[src/rtl/cap_cause_pkg.sv]
package cap_cause_pkg;
  localparam int KIND_W  = 5;
  localparam int CODE_W  = 8;
  localparam int N_BASIC = 11;
  localparam int N_KINDS = 22;
  localparam int PERM_BASE = 16;

  typedef enum logic [KIND_W-1:0] {
    FK_NONE       = 5'd0,
    FK_CALL_TRAP  = 5'd5,
    FK_RET_TRAP   = 5'd6,
    FK_SYSREG     = 5'd19,
    FK_IDC_ACCESS = 5'd21
  } fault_kind_e;

  function automatic logic [CODE_W-1:0] kind_code(input logic [KIND_W-1:0] k);
    logic [CODE_W-1:0] c;
    if (int'(k) < N_BASIC)
      c = CODE_W'(k);
    else if (int'(k) < N_KINDS)
      c = CODE_W'(int'(k) - N_BASIC + PERM_BASE);
    else
      c = '0;
    return c;
  endfunction
endpackage

[src/rtl/cxu_encode.sv]
module cxu_encode
  import cap_cause_pkg::*;
#(
  parameter int REG_W   = 5,
  parameter int IDC_REG = 26
) (
  input  logic [KIND_W-1:0] kind_i,
  input  logic [REG_W-1:0]  regnum_i,
  input  logic              noreg_i,
  output logic [CODE_W-1:0] code_o,
  output logic [CODE_W-1:0] regfield_o,
  output logic              is_trap_o
);
  localparam int PAD_W = CODE_W - REG_W;

  logic on_idc;
  assign on_idc = !noreg_i && (int'(regnum_i) == IDC_REG);

  always_comb begin
    if (kind_i == FK_SYSREG && on_idc)
      code_o = kind_code(FK_IDC_ACCESS);
    else
      code_o = kind_code(kind_i);
  end

  assign regfield_o = noreg_i ? {CODE_W{1'b1}} : {{PAD_W{1'b0}}, regnum_i};
  assign is_trap_o  = (kind_i == FK_CALL_TRAP) || (kind_i == FK_RET_TRAP);
endmodule

[src/rtl/cxu_access.sv]
module cxu_access #(
  parameter int REG_W      = 5,
  parameter int IDC_REG    = 26,
  parameter int SYS_REG_LO = 27
) (
  input  logic [REG_W-1:0] query_reg_i,
  input  logic             sysreg_perm_i,
  input  logic             ccall_delay_i,
  output logic             access_ok_o
);
  localparam int N_REGS = 1 << REG_W;

  logic [N_REGS-1:0] ok_vec;

  genvar g;
  generate
    for (g = 0; g < N_REGS; g++) begin : g_reg
      if (g == IDC_REG) begin : g_idc
        assign ok_vec[g] = !ccall_delay_i;
      end else if (g >= SYS_REG_LO) begin : g_sys
        assign ok_vec[g] = sysreg_perm_i;
      end else begin : g_plain
        assign ok_vec[g] = 1'b1;
      end
    end
  endgenerate

  assign access_ok_o = ok_vec[query_reg_i];
endmodule

[src/rtl/cxu_cause_reg.sv]
module cxu_cause_reg #(
  parameter int CODE_W = 8
) (
  input  logic              clk,
  input  logic              rst,
  input  logic              raise_i,
  input  logic [CODE_W-1:0] code_i,
  input  logic [CODE_W-1:0] regfield_i,
  input  logic              is_trap_i,
  output logic [2*CODE_W-1:0] cause_q,
  output logic              trap_pulse_o,
  output logic              cap_err_pulse_o
);
  always_ff @(posedge clk) begin
    if (rst) begin
      cause_q         <= '0;
      trap_pulse_o    <= 1'b0;
      cap_err_pulse_o <= 1'b0;
    end else begin
      if (raise_i) cause_q <= {code_i, regfield_i};
      trap_pulse_o    <= raise_i && is_trap_i;
      cap_err_pulse_o <= raise_i && !is_trap_i;
    end
  end
endmodule

[src/rtl/cap_cause_unit.sv]
module cap_cause_unit
  import cap_cause_pkg::*;
#(
  parameter int REG_W      = 5,
  parameter int IDC_REG    = 26,
  parameter int SYS_REG_LO = 27
) (
  input  logic              clk,
  input  logic              rst,
  input  logic              raise_i,
  input  logic [KIND_W-1:0] kind_i,
  input  logic [REG_W-1:0]  regnum_i,
  input  logic              noreg_i,
  input  logic              sysreg_perm_i,
  input  logic              ccall_delay_i,
  input  logic [REG_W-1:0]  query_reg_i,
  output logic [CODE_W-1:0] code_o,
  output logic [2*CODE_W-1:0] cause_q,
  output logic              trap_pulse_o,
  output logic              cap_err_pulse_o,
  output logic              access_ok_o
);
  logic [CODE_W-1:0] regfield;
  logic              is_trap;

  cxu_encode #(.REG_W(REG_W), .IDC_REG(IDC_REG)) u_encode (
    .kind_i(kind_i), .regnum_i(regnum_i), .noreg_i(noreg_i),
    .code_o(code_o), .regfield_o(regfield), .is_trap_o(is_trap)
  );

  cxu_cause_reg #(.CODE_W(CODE_W)) u_cause (
    .clk(clk), .rst(rst), .raise_i(raise_i), .code_i(code_o),
    .regfield_i(regfield), .is_trap_i(is_trap), .cause_q(cause_q),
    .trap_pulse_o(trap_pulse_o), .cap_err_pulse_o(cap_err_pulse_o)
  );

  cxu_access #(.REG_W(REG_W), .IDC_REG(IDC_REG), .SYS_REG_LO(SYS_REG_LO)) u_access (
    .query_reg_i(query_reg_i), .sysreg_perm_i(sysreg_perm_i),
    .ccall_delay_i(ccall_delay_i), .access_ok_o(access_ok_o)
  );
endmodule

[config.mk]
export PLATFORM = sky130hd
export DESIGN_NAME = cap_cause_unit
export DESIGN_NICKNAME = d
export VERILOG_FILES = /design/src/rtl/cap_cause_pkg.sv /design/src/rtl/cxu_encode.sv /design/src/rtl/cxu_access.sv /design/src/rtl/cxu_cause_reg.sv /design/src/rtl/cap_cause_unit.sv
export SDC_FILE = /design/constraint.sdc
export NUM_CORES = 1
export LEC_CHECK = 0
export BUFFER_PORTS_ARGS = -buffer_cell sky130_fd_sc_hd__buf_2
export CAP_MARGIN = 20
export CORE_MARGIN = 10
export CORE_UTILIZATION = 45
export CTS_CLUSTER_DIAMETER = 30
export DETAILED_ROUTE_END_ITERATION = 10
export PLACE_DENSITY = 0.82
export RECOVER_POWER = 100
export SETUP_SLACK_MARGIN = 0.5
export SLEW_MARGIN = 5
export SYNTH_ARGS = -nofsm -noshare
export SYNTH_HDL_FRONTEND = slang
export SYNTH_SLANG_ARGS = --single-unit
[constraint.sdc]
create_clock -name clk -period 5.04 [get_ports clk]
set_clock_uncertainty 0.15 [all_clocks]
set_input_delay 0.756 -clock clk [delete_from_list [all_inputs] [get_ports clk]]
set_output_delay 0.756 -clock clk [all_outputs]
set_load 0.01 [all_outputs]
==> results of run 1 <==
==> how the worst max path moves through the flow <==
stage,startpoint,endpoint,slack (ps),cells after the start
2_1_floorplan,kind_i[0],code_o[7],2030,6
3_3_place_gp,kind_i[1],code_o[7],1840,7
3_5_place_dp,kind_i[1],code_o[6],1760,7
4_1_cts,kind_i[1],code_o[6],1750,7
5_1_grt,kind_i[1],code_o[6],1040,7
6_report,kind_i[1],code_o[6],1230,7
==> worst reg2reg max path: stages, from the launching register on <==
cell	delay, ps
sky130_fd_sc_hd__dfxtp_1	350
sky130_fd_sc_hd__or3b_2	450
sky130_fd_sc_hd__o31ai_1	80
==> cell usage after synthesis <==
master and instances:
sky130_fd_sc_hd__a211oi_1 2, sky130_fd_sc_hd__a21oi_1 4, sky130_fd_sc_hd__a311o_2 1, sky130_fd_sc_hd__a311oi_1 1
sky130_fd_sc_hd__a311oi_2 1, sky130_fd_sc_hd__and2_1 1, sky130_fd_sc_hd__and3_1 1, sky130_fd_sc_hd__buf_1 1
sky130_fd_sc_hd__buf_2 2, sky130_fd_sc_hd__buf_4 4, sky130_fd_sc_hd__buf_6 1, sky130_fd_sc_hd__clkbuf_1 2
sky130_fd_sc_hd__dfxtp_1 15, sky130_fd_sc_hd__ha_1 4, sky130_fd_sc_hd__inv_1 8, sky130_fd_sc_hd__mux2i_1 2
sky130_fd_sc_hd__nand2_1 5, sky130_fd_sc_hd__nand2b_1 7, sky130_fd_sc_hd__nand3_1 1, sky130_fd_sc_hd__nand4bb_1 1
sky130_fd_sc_hd__nor2_1 17, sky130_fd_sc_hd__nor2_2 1, sky130_fd_sc_hd__nor2b_1 1, sky130_fd_sc_hd__nor3_1 3
sky130_fd_sc_hd__nor4_1 1, sky130_fd_sc_hd__nor4_4 1, sky130_fd_sc_hd__nor4b_1 1, sky130_fd_sc_hd__o21a_1 2
sky130_fd_sc_hd__o21ai_0 3, sky130_fd_sc_hd__o22a_1 1, sky130_fd_sc_hd__o22ai_1 4, sky130_fd_sc_hd__o31ai_1 1
sky130_fd_sc_hd__o32ai_1 2, sky130_fd_sc_hd__or2_2 1, sky130_fd_sc_hd__or3b_2 2, sky130_fd_sc_hd__or3b_4 1
sky130_fd_sc_hd__or4bb_1 1, sky130_fd_sc_hd__xnor2_1 1
==> layer usage <==
metal	up-vias	wire length (um)	track usage, %
met3	2	215	4.983
li1	456	-	-
met2	37	1217	19.83
met1	425	1008	12.21
met5	-	0	0
met4	0	29	4.813
==> per-stage QoR <==
step                instance area (um^2)  hold slack [ps]  instances
global route                        1072            370.8        176
floorplan                          895.9            344.4        108
CTS                                 1130            340.4        176
finish                              1072            339.5        176
detailed placement                  1102            327.3        172
global placement                    1102            317.1        172
==> cell families (layout without fill, tap and decap cells) <==
family | Yosys count | in the layout | share of synthesized area, %
AO/OA/AOI/OAI | 22 | 22 | 17.74
adder cells (fa/ha/maj) | 4 | 4 | 5.587
XOR/XNOR | 1 | 1 | 0.9778
AND/OR/NAND/NOR | 46 | 46 | 29.61
multiplexers | 2 | 2 | 2.235
flip-flops | 15 | 15 | 33.52
buffers and inverters | 18 | 59 | 10.34
==> area by class of cell <==
class,count,share of cell area (%)
clock buffers,3,2.100
clock inverters,1,0.4667
inverters,8,2.800
multi-input cells,75,44.92
flip-flops and latches,15,28.00
well taps,27,3.151
repair buffers,47,18.55
==> sequential cells by signal (all words and copies together) (netlist names) <==
register                 count
u_cause.cause_q             13
u_cause.trap_pulse_o         1
u_cause.cap_err_pulse_o      1
==> power groups by stage <==
stage | clock network (mW) | registers (mW) | logic, mW
final | 0.0678 | 0.130 | 0.0656
after global routing | 0.0751 | 0.130 | 0.0741
after CTS | 0.0695 | 0.129 | 0.0716
after detailed placement | 0 | 0.132 | 0.0711
after global placement | 0 | 0.131 | 0.0696
after floorplan | 0 | 0.136 | 0.0402
==> impl_summary.log, run 1 <==
[metrics] run status: complete, no violations
[metrics] # resized after CTS: 0
[metrics] final core utilization: a little under three fifths
[metrics] die footprint: 4176 um^2
[metrics] cell type with the highest aggregate area in the netlist: sky130_fd_sc_hd__dfxtp_1
[metrics] maximum level of the CTS H-tree: 1
[metrics] wire length per cell after detailed routing: between 10 and 15 um
[metrics] hold path startpoint: u_cause.cause_q[13]
[metrics] power dissipated by switching net loads: around 81 uW
[metrics] post-route antenna net violation count: 0
[metrics] most frequent cells in the layout: sky130_fd_sc_hd__clkbuf_1 (29), sky130_fd_sc_hd__buf_2 (18), sky130_fd_sc_hd__nor2_1 (17)
[metrics] average size of a mapped cell: 8.295 um^2
[metrics] worst r2r src: u_cause.cause_q[14]
[metrics] CP most frequent cell: sky130_fd_sc_hd__clkbuf_1
[metrics] type of destination of the critical path: primary output
[metrics] unrepaired setup endpoints after global routing: false
[metrics] area occupied by multi-input gates: between 400 and 500 um^2
[metrics] GR Overflow Total: 0
[metrics] Reg-to-Reg End: u_cause.cause_q[14]
[metrics] latest clock arrival within the worst-skew pair: roughly 270 ps
[metrics] Cells after Synth: approximately 110
[metrics] power per unit of standard cell area: approximately 250 nW/um^2
[metrics] type of the tightest min-delay check: reg -> reg
[metrics] number of buffer and inverter instances along the worst setup path: 2
[metrics] # IOs: 48
[metrics] fraction of layout cells with a size suffix above 1: a little under a fifth
[metrics] Core Footprint: 1922 um^2
[metrics] hold violation total from the final report: 0
[metrics] net count after synthesis: around 130
[metrics] Highest Clock Rate: roughly 0.26 GHz
[metrics] WP data required: 4130 ps
[metrics] Setup Viol. Count Final: 0
[metrics] initial standard-cell utilization of the core: between 40% and 50%
[metrics] sequential-to-total area share from yosys stat: approximately 34%
[metrics] r2r setup slk: 3930 ps
[metrics] post-placement setup slack: between 1500 and 2000 ps
[metrics] sequential share of power: about half
[metrics] PnR worst setup slack: approximately 1200 ps
[metrics] CTS buffer count: 3
[metrics] Max clock buf depth: 2
[metrics] # fillers: between 200 and 250
[metrics] Yosys reg bits: 15
[metrics] Port Buf Inserts: 47
[metrics] pin count of the biggest net entering global routing: 23
[metrics] detailed-route wire length: ~2500 um
[metrics] detailed-placement wirelength estimate: slightly above 2000 um
[metrics] critical path's slowest cell: sky130_fd_sc_hd__nor4_1
[metrics] worst-case vdd ir drop: approximately 0.15 mV
[metrics] power share of the clock group: around 26%
[metrics] switch share: 30.91%
[metrics] Synth cell types: 38
[metrics] CP startpoint kind: input port
[metrics] main area contributors after synthesis: sky130_fd_sc_hd__dfxtp_1 (34%), sky130_fd_sc_hd__nor2_1 (7.1%), sky130_fd_sc_hd__ha_1 (5.6%)
[metrics] proportion of power drawn by combinational gates: between 20% and 30%
[metrics] most common library cell in the layout ignoring fill and taps: sky130_fd_sc_hd__clkbuf_1
[metrics] via density per instance: 5.227
[metrics] number of placement rows: 16
[metrics] gp weighted congestion: around 0.86
[metrics] gate family responsible for the most delay along the worst path: simple AND/OR/NAND/NOR gates
[metrics] Least-Margin Pin Slew: 837.1 ps
[metrics] max-cap check violation count: 0
[metrics] maximum cell stage delay along the critical path: 650 ps
[metrics] hold depth: 2
[metrics] wire length of the first global-routing pass: slightly above 4000 um
[metrics] number of optimization iterations in the first detailed-route pass: 4
[metrics] number of nets at the end of the flow: roughly 180
[metrics] post-layout total power: ~260 uW
[metrics] Area growth syn-to-layout: 19.69%
[metrics] maximum fanout count along the critical path: 8
[metrics] n_diodes: 0
[metrics] initial antenna violation count: 0
[metrics] post-CTS repair timing setup buffer count: 0
[metrics] Total Routing Usage GR: 11.59%
[metrics] flip-flop and latch area: ~300 um^2
[metrics] Sink Count: 15
[metrics] clock transition at the register clock pins on the worst setup and hold paths after CTS: approximately 90 ps
[metrics] clock root buffer: sky130_fd_sc_hd__clkbuf_4
[metrics] leakage: between 0.4 and 0.5 nW
[metrics] Final Cycle Share: 75.55%
[metrics] number of remaining DRC errors: 0
[metrics] synthesized cell area: around 900 um^2
[metrics] end of the worst hold path: u_cause.cause_q[13]
[metrics] hold buffers post-CTS: 0
[metrics] CP Cell Sequence: clkbuf_1 -> ha_1 -> or4bb_1 -> nor4_1 -> or2_2 -> nor2_1 -> clkbuf_1
[metrics] Yosys warning count: 0
[metrics] die extent in y: between 60 and 70 um
[metrics] DRC marker count from the first detailed-route iteration: 24
[metrics] vias after detailed routing: 920
[metrics] internal power: approximately 180 uW
[metrics] fraction of post-synthesis cell area in the top cell type by area: roughly a third
[metrics] vias in the first global route: ~950
[metrics] Die Wd: 64.62 um
[metrics] startpoint-to-endpoint class of the critical path: in -> out
[metrics] number of cells on the worst reg-to-reg path: 2
[metrics] shortest clock period the worst path allows after layout: approximately 3800 ps
[metrics] worst slew margin relative to its limit: between 40% and 50%
[metrics] clock tree from TritonCTS: built
[metrics] setup TNS after final layout: 0 ps
[metrics] worst path arrival time: 2900 ps
[metrics] count of final max-slew check failures: 0
Note: power is estimated with default switching activity, not from simulation.
==> run 2: changes to the inputs <==
CORE_UTILIZATION = 39   (was 45)
PLACE_DENSITY = 0.76   (was 0.82)
clock period = 3.5 ns   (was 5.04 ns; I/O delays follow)
==> run 2 against run 1 <==
Critical path type unchanged. Highest routed layer unchanged. Flip-flop and latch count unchanged. Power grew 44%. Largest power group unchanged. Die area grew 10%. Setup slack got worse by 660 ps. Cell count up 0.57%. Sequential share of layout area shrank 0.51 points. Non-clock buffer count unchanged. Clock power grew 42%. Core utilization shrank 5.9 points. Combinational power grew 46%. Largest cell class unchanged. Wire length is 2.0% lower.
==> impl_summary.log, run 2 (synthesis gave the netlist of run 1 again) <==
[metrics] latest clock arrival within the worst-skew pair: 280 ps (about the same)
[metrics] hold buffers post-CTS: 0 (unchanged)
[metrics] vias after detailed routing: 884 (-3.9%)
[metrics] Port Buf Inserts: 47 (unchanged)
[metrics] startpoint-to-endpoint class of the critical path: in -> out
[metrics] Total Routing Usage GR: 10.19% (-1.4 points)
[metrics] via density per instance: 4.994 (-4.5%)
[metrics] hold path startpoint: u_cause.cause_q[10]
[metrics] number of optimization iterations in the first detailed-route pass: 4 (unchanged)
[metrics] maximum fanout count along the critical path: 8 (unchanged)
[metrics] GR Overflow Total: 0 (unchanged)
[metrics] WP data required: 2820 ps (-1310 ps)
[metrics] detailed-placement wirelength estimate: 2003 um (-2.0%)
[metrics] most frequent cells in the layout: sky130_fd_sc_hd__clkbuf_1 (29), sky130_fd_sc_hd__nor2_1 (18), sky130_fd_sc_hd__buf_2 (18)
[metrics] Final Cycle Share: about 84%
[metrics] power per unit of standard cell area: 346.3 nW/um^2 (+41%)
[metrics] # resized after CTS: 0 (unchanged)
[metrics] # IOs: 48 (unchanged)
[metrics] # fillers: 239 (+5.8%)
[metrics] flip-flop count of the largest register after layout: 13 (unchanged)
[metrics] initial standard-cell utilization of the core: 40.89% (-5.7 points)
[metrics] count of final max-slew check failures: 0 (unchanged)
[metrics] Setup Viol. Count Final: 0 (unchanged)
[metrics] Area growth syn-to-layout: 21.93%
[metrics] Max clock buf depth: 2 (unchanged)
[metrics] type of the tightest min-delay check: reg -> reg
[metrics] type of destination of the critical path: primary output
[metrics] gp weighted congestion: 0.7850 (-8.3%)
[metrics] wire length of the first global-routing pass: 3801 um (-6.3%)
[metrics] number of placement rows: 17 (+1)
[metrics] hold violation total from the final report: 0 (unchanged)
[metrics] start point of the critical path: kind_i[1]
[metrics] max-cap check violation count: 0 (unchanged)
[metrics] Least-Margin Pin Slew: 882.9 ps (+45.88 ps)
[metrics] Highest Clock Rate: 0.3420 GHz
[metrics] fraction of layout cells with a size suffix above 1: 19.46% (+0.67 points)
[metrics] run status: complete, no violations
[metrics] vias in the first global route: 873 (-8.4%)
[metrics] post-CTS repair timing setup buffer count: 0 (unchanged)
[metrics] post-route antenna net violation count: 0 (unchanged)
[metrics] worst-case vdd ir drop: 0.1978 mV (+33%)
[metrics] number of nets at the end of the flow: 175 (unchanged)
[metrics] die extent in y: 67.93 um (+5.1%)
[metrics] n_diodes: 0 (unchanged)
[metrics] Sink Count: 15 (unchanged)
[metrics] worst path arrival time: 2250 ps (-650 ps)
[metrics] CP startpoint kind: input port
[metrics] die footprint: 4614 um^2 (+10%)
[metrics] leakage: 0.4606 nW (+1.3%)
[metrics] Post-Layout Cell Count: 177 (+0.57%)
[metrics] initial antenna violation count: 0 (unchanged)
[metrics] most common library cell in the layout ignoring fill and taps: sky130_fd_sc_hd__clkbuf_1
[metrics] largest registers ranked by flip-flop count: u_cause.cause_q: 13 flops, u_cause.cap_err_pulse_o: 1 flops, u_cause.trap_pulse_o: 1 flops
[metrics] clock tree from TritonCTS: built
[metrics] maximum level of the CTS H-tree: 1 (unchanged)
[metrics] clock transition at the register clock pins on the worst setup and hold paths after CTS: 90 ps (about the same)
[metrics] detailed-route wire length: 2420 um (-2.0%)
[metrics] final core utilization: 49.86% (-5.9 points)
[metrics] DRC marker count from the first detailed-route iteration: 55 (+130%)
[metrics] Post-Place Cells: 173 (+0.58%)
[metrics] unrepaired setup endpoints after global routing: false
[metrics] shortest clock period the worst path allows after layout: 2924 ps
[metrics] wire length per cell after detailed routing: 13.67 um (-2.6%)
[metrics] Die Wd: 67.93 um (+5.1%)
[metrics] clock root buffer: sky130_fd_sc_hd__clkbuf_4
[metrics] worst r2r src: u_cause.cause_q[14]
[metrics] most flop-heavy register: u_cause.cause_q
[metrics] Core Footprint: 2191 um^2 (+14%)
[metrics] setup TNS after final layout: 0 ps (unchanged)
[metrics] CTS buffer count: 3 (unchanged)
[metrics] number of remaining DRC errors: 0 (unchanged)
[metrics] pin count of the biggest net entering global routing: 23 (unchanged)
[metrics] worst slew margin relative to its limit: 41.14% (-2.5 points)
## run 2: cell count changes in the layout (fill, tap and decap cells not counted)
| cell | before | now |
|---|---|---|
| sky130_fd_sc_hd__nor2_1 | 17 | 18 |
| sky130_fd_sc_hd__a311oi_1 | 2 | 1 |
| sky130_fd_sc_hd__a311oi_2 | 0 | 1 |
| sky130_fd_sc_hd__nor4_1 | 2 | 1 |
| sky130_fd_sc_hd__nor4_4 | 0 | 1 |
| sky130_fd_sc_hd__nor2_2 | 1 | 0 |
## run 2: worst paths after layout
path                                             to  slack (ps)  cells past startpoint
worst max-delay path                      code_o[6]         580                      7
worst min register to register  u_cause.cause_q[10]         340                      2
worst min-delay path            u_cause.cause_q[10]         340                      2
worst max register to register  u_cause.cause_q[14]        2410                      2
## run 2: layout make-up
class,instances,area (um^2),share of cell area (%)
clock buffers,3,22.52,2.062
clock inverters,1,5.005,0.4582
inverters,8,30.03,2.749
multi-input cells,75,500.5,45.82
flip-flops and latches,15,300.3,27.49
well taps,28,35.03,3.207
repair buffers,47,198.9,18.21
## run 2: power by group
group,total [mW],internal (mW),switching [mW]
combinational,0.0961,0.0387,0.0574
sequential,0.186,0.181,0.00513
clock,0.0960,0.0423,0.0536
## run 2: stage by stage
step | worst slack [ps] | area (um^2) | total power [mW] | hold slack [ps]
2_1_floorplan | 949.6 | 895.9 | 0.2530 | 344.4
3_3_place_gp | 745.5 | 1104 | 0.2899 | 308.7
3_5_place_dp | 670.5 | 1104 | 0.2922 | 328.0
4_1_cts | 667.5 | 1131 | 0.3878 | 341.0
5_1_grt | 404.2 | 1092 | 0.4007 | 364.6
6_report | 576.1 | 1092 | 0.3782 | 341.9
## run 2: worst max-delay path, cell delays in order
cell                       delay, ps
sky130_fd_sc_hd__clkbuf_1        240
sky130_fd_sc_hd__ha_1            290
sky130_fd_sc_hd__or4bb_1         550
sky130_fd_sc_hd__nor4_4          250
sky130_fd_sc_hd__or2_2           210
sky130_fd_sc_hd__nor2_1           60
sky130_fd_sc_hd__clkbuf_1        120
## run 2: routing by layer
metal / GRT usage, % / part of all wire (%) / vias up
li1: - / - / 454
met4: 5.528 / 1.4 / 0
met1: 11.65 / 43 / 389
met3: 2.936 / 12 / 2
met2: 16.74 / 43 / 39
met5: 0 / 0 / -
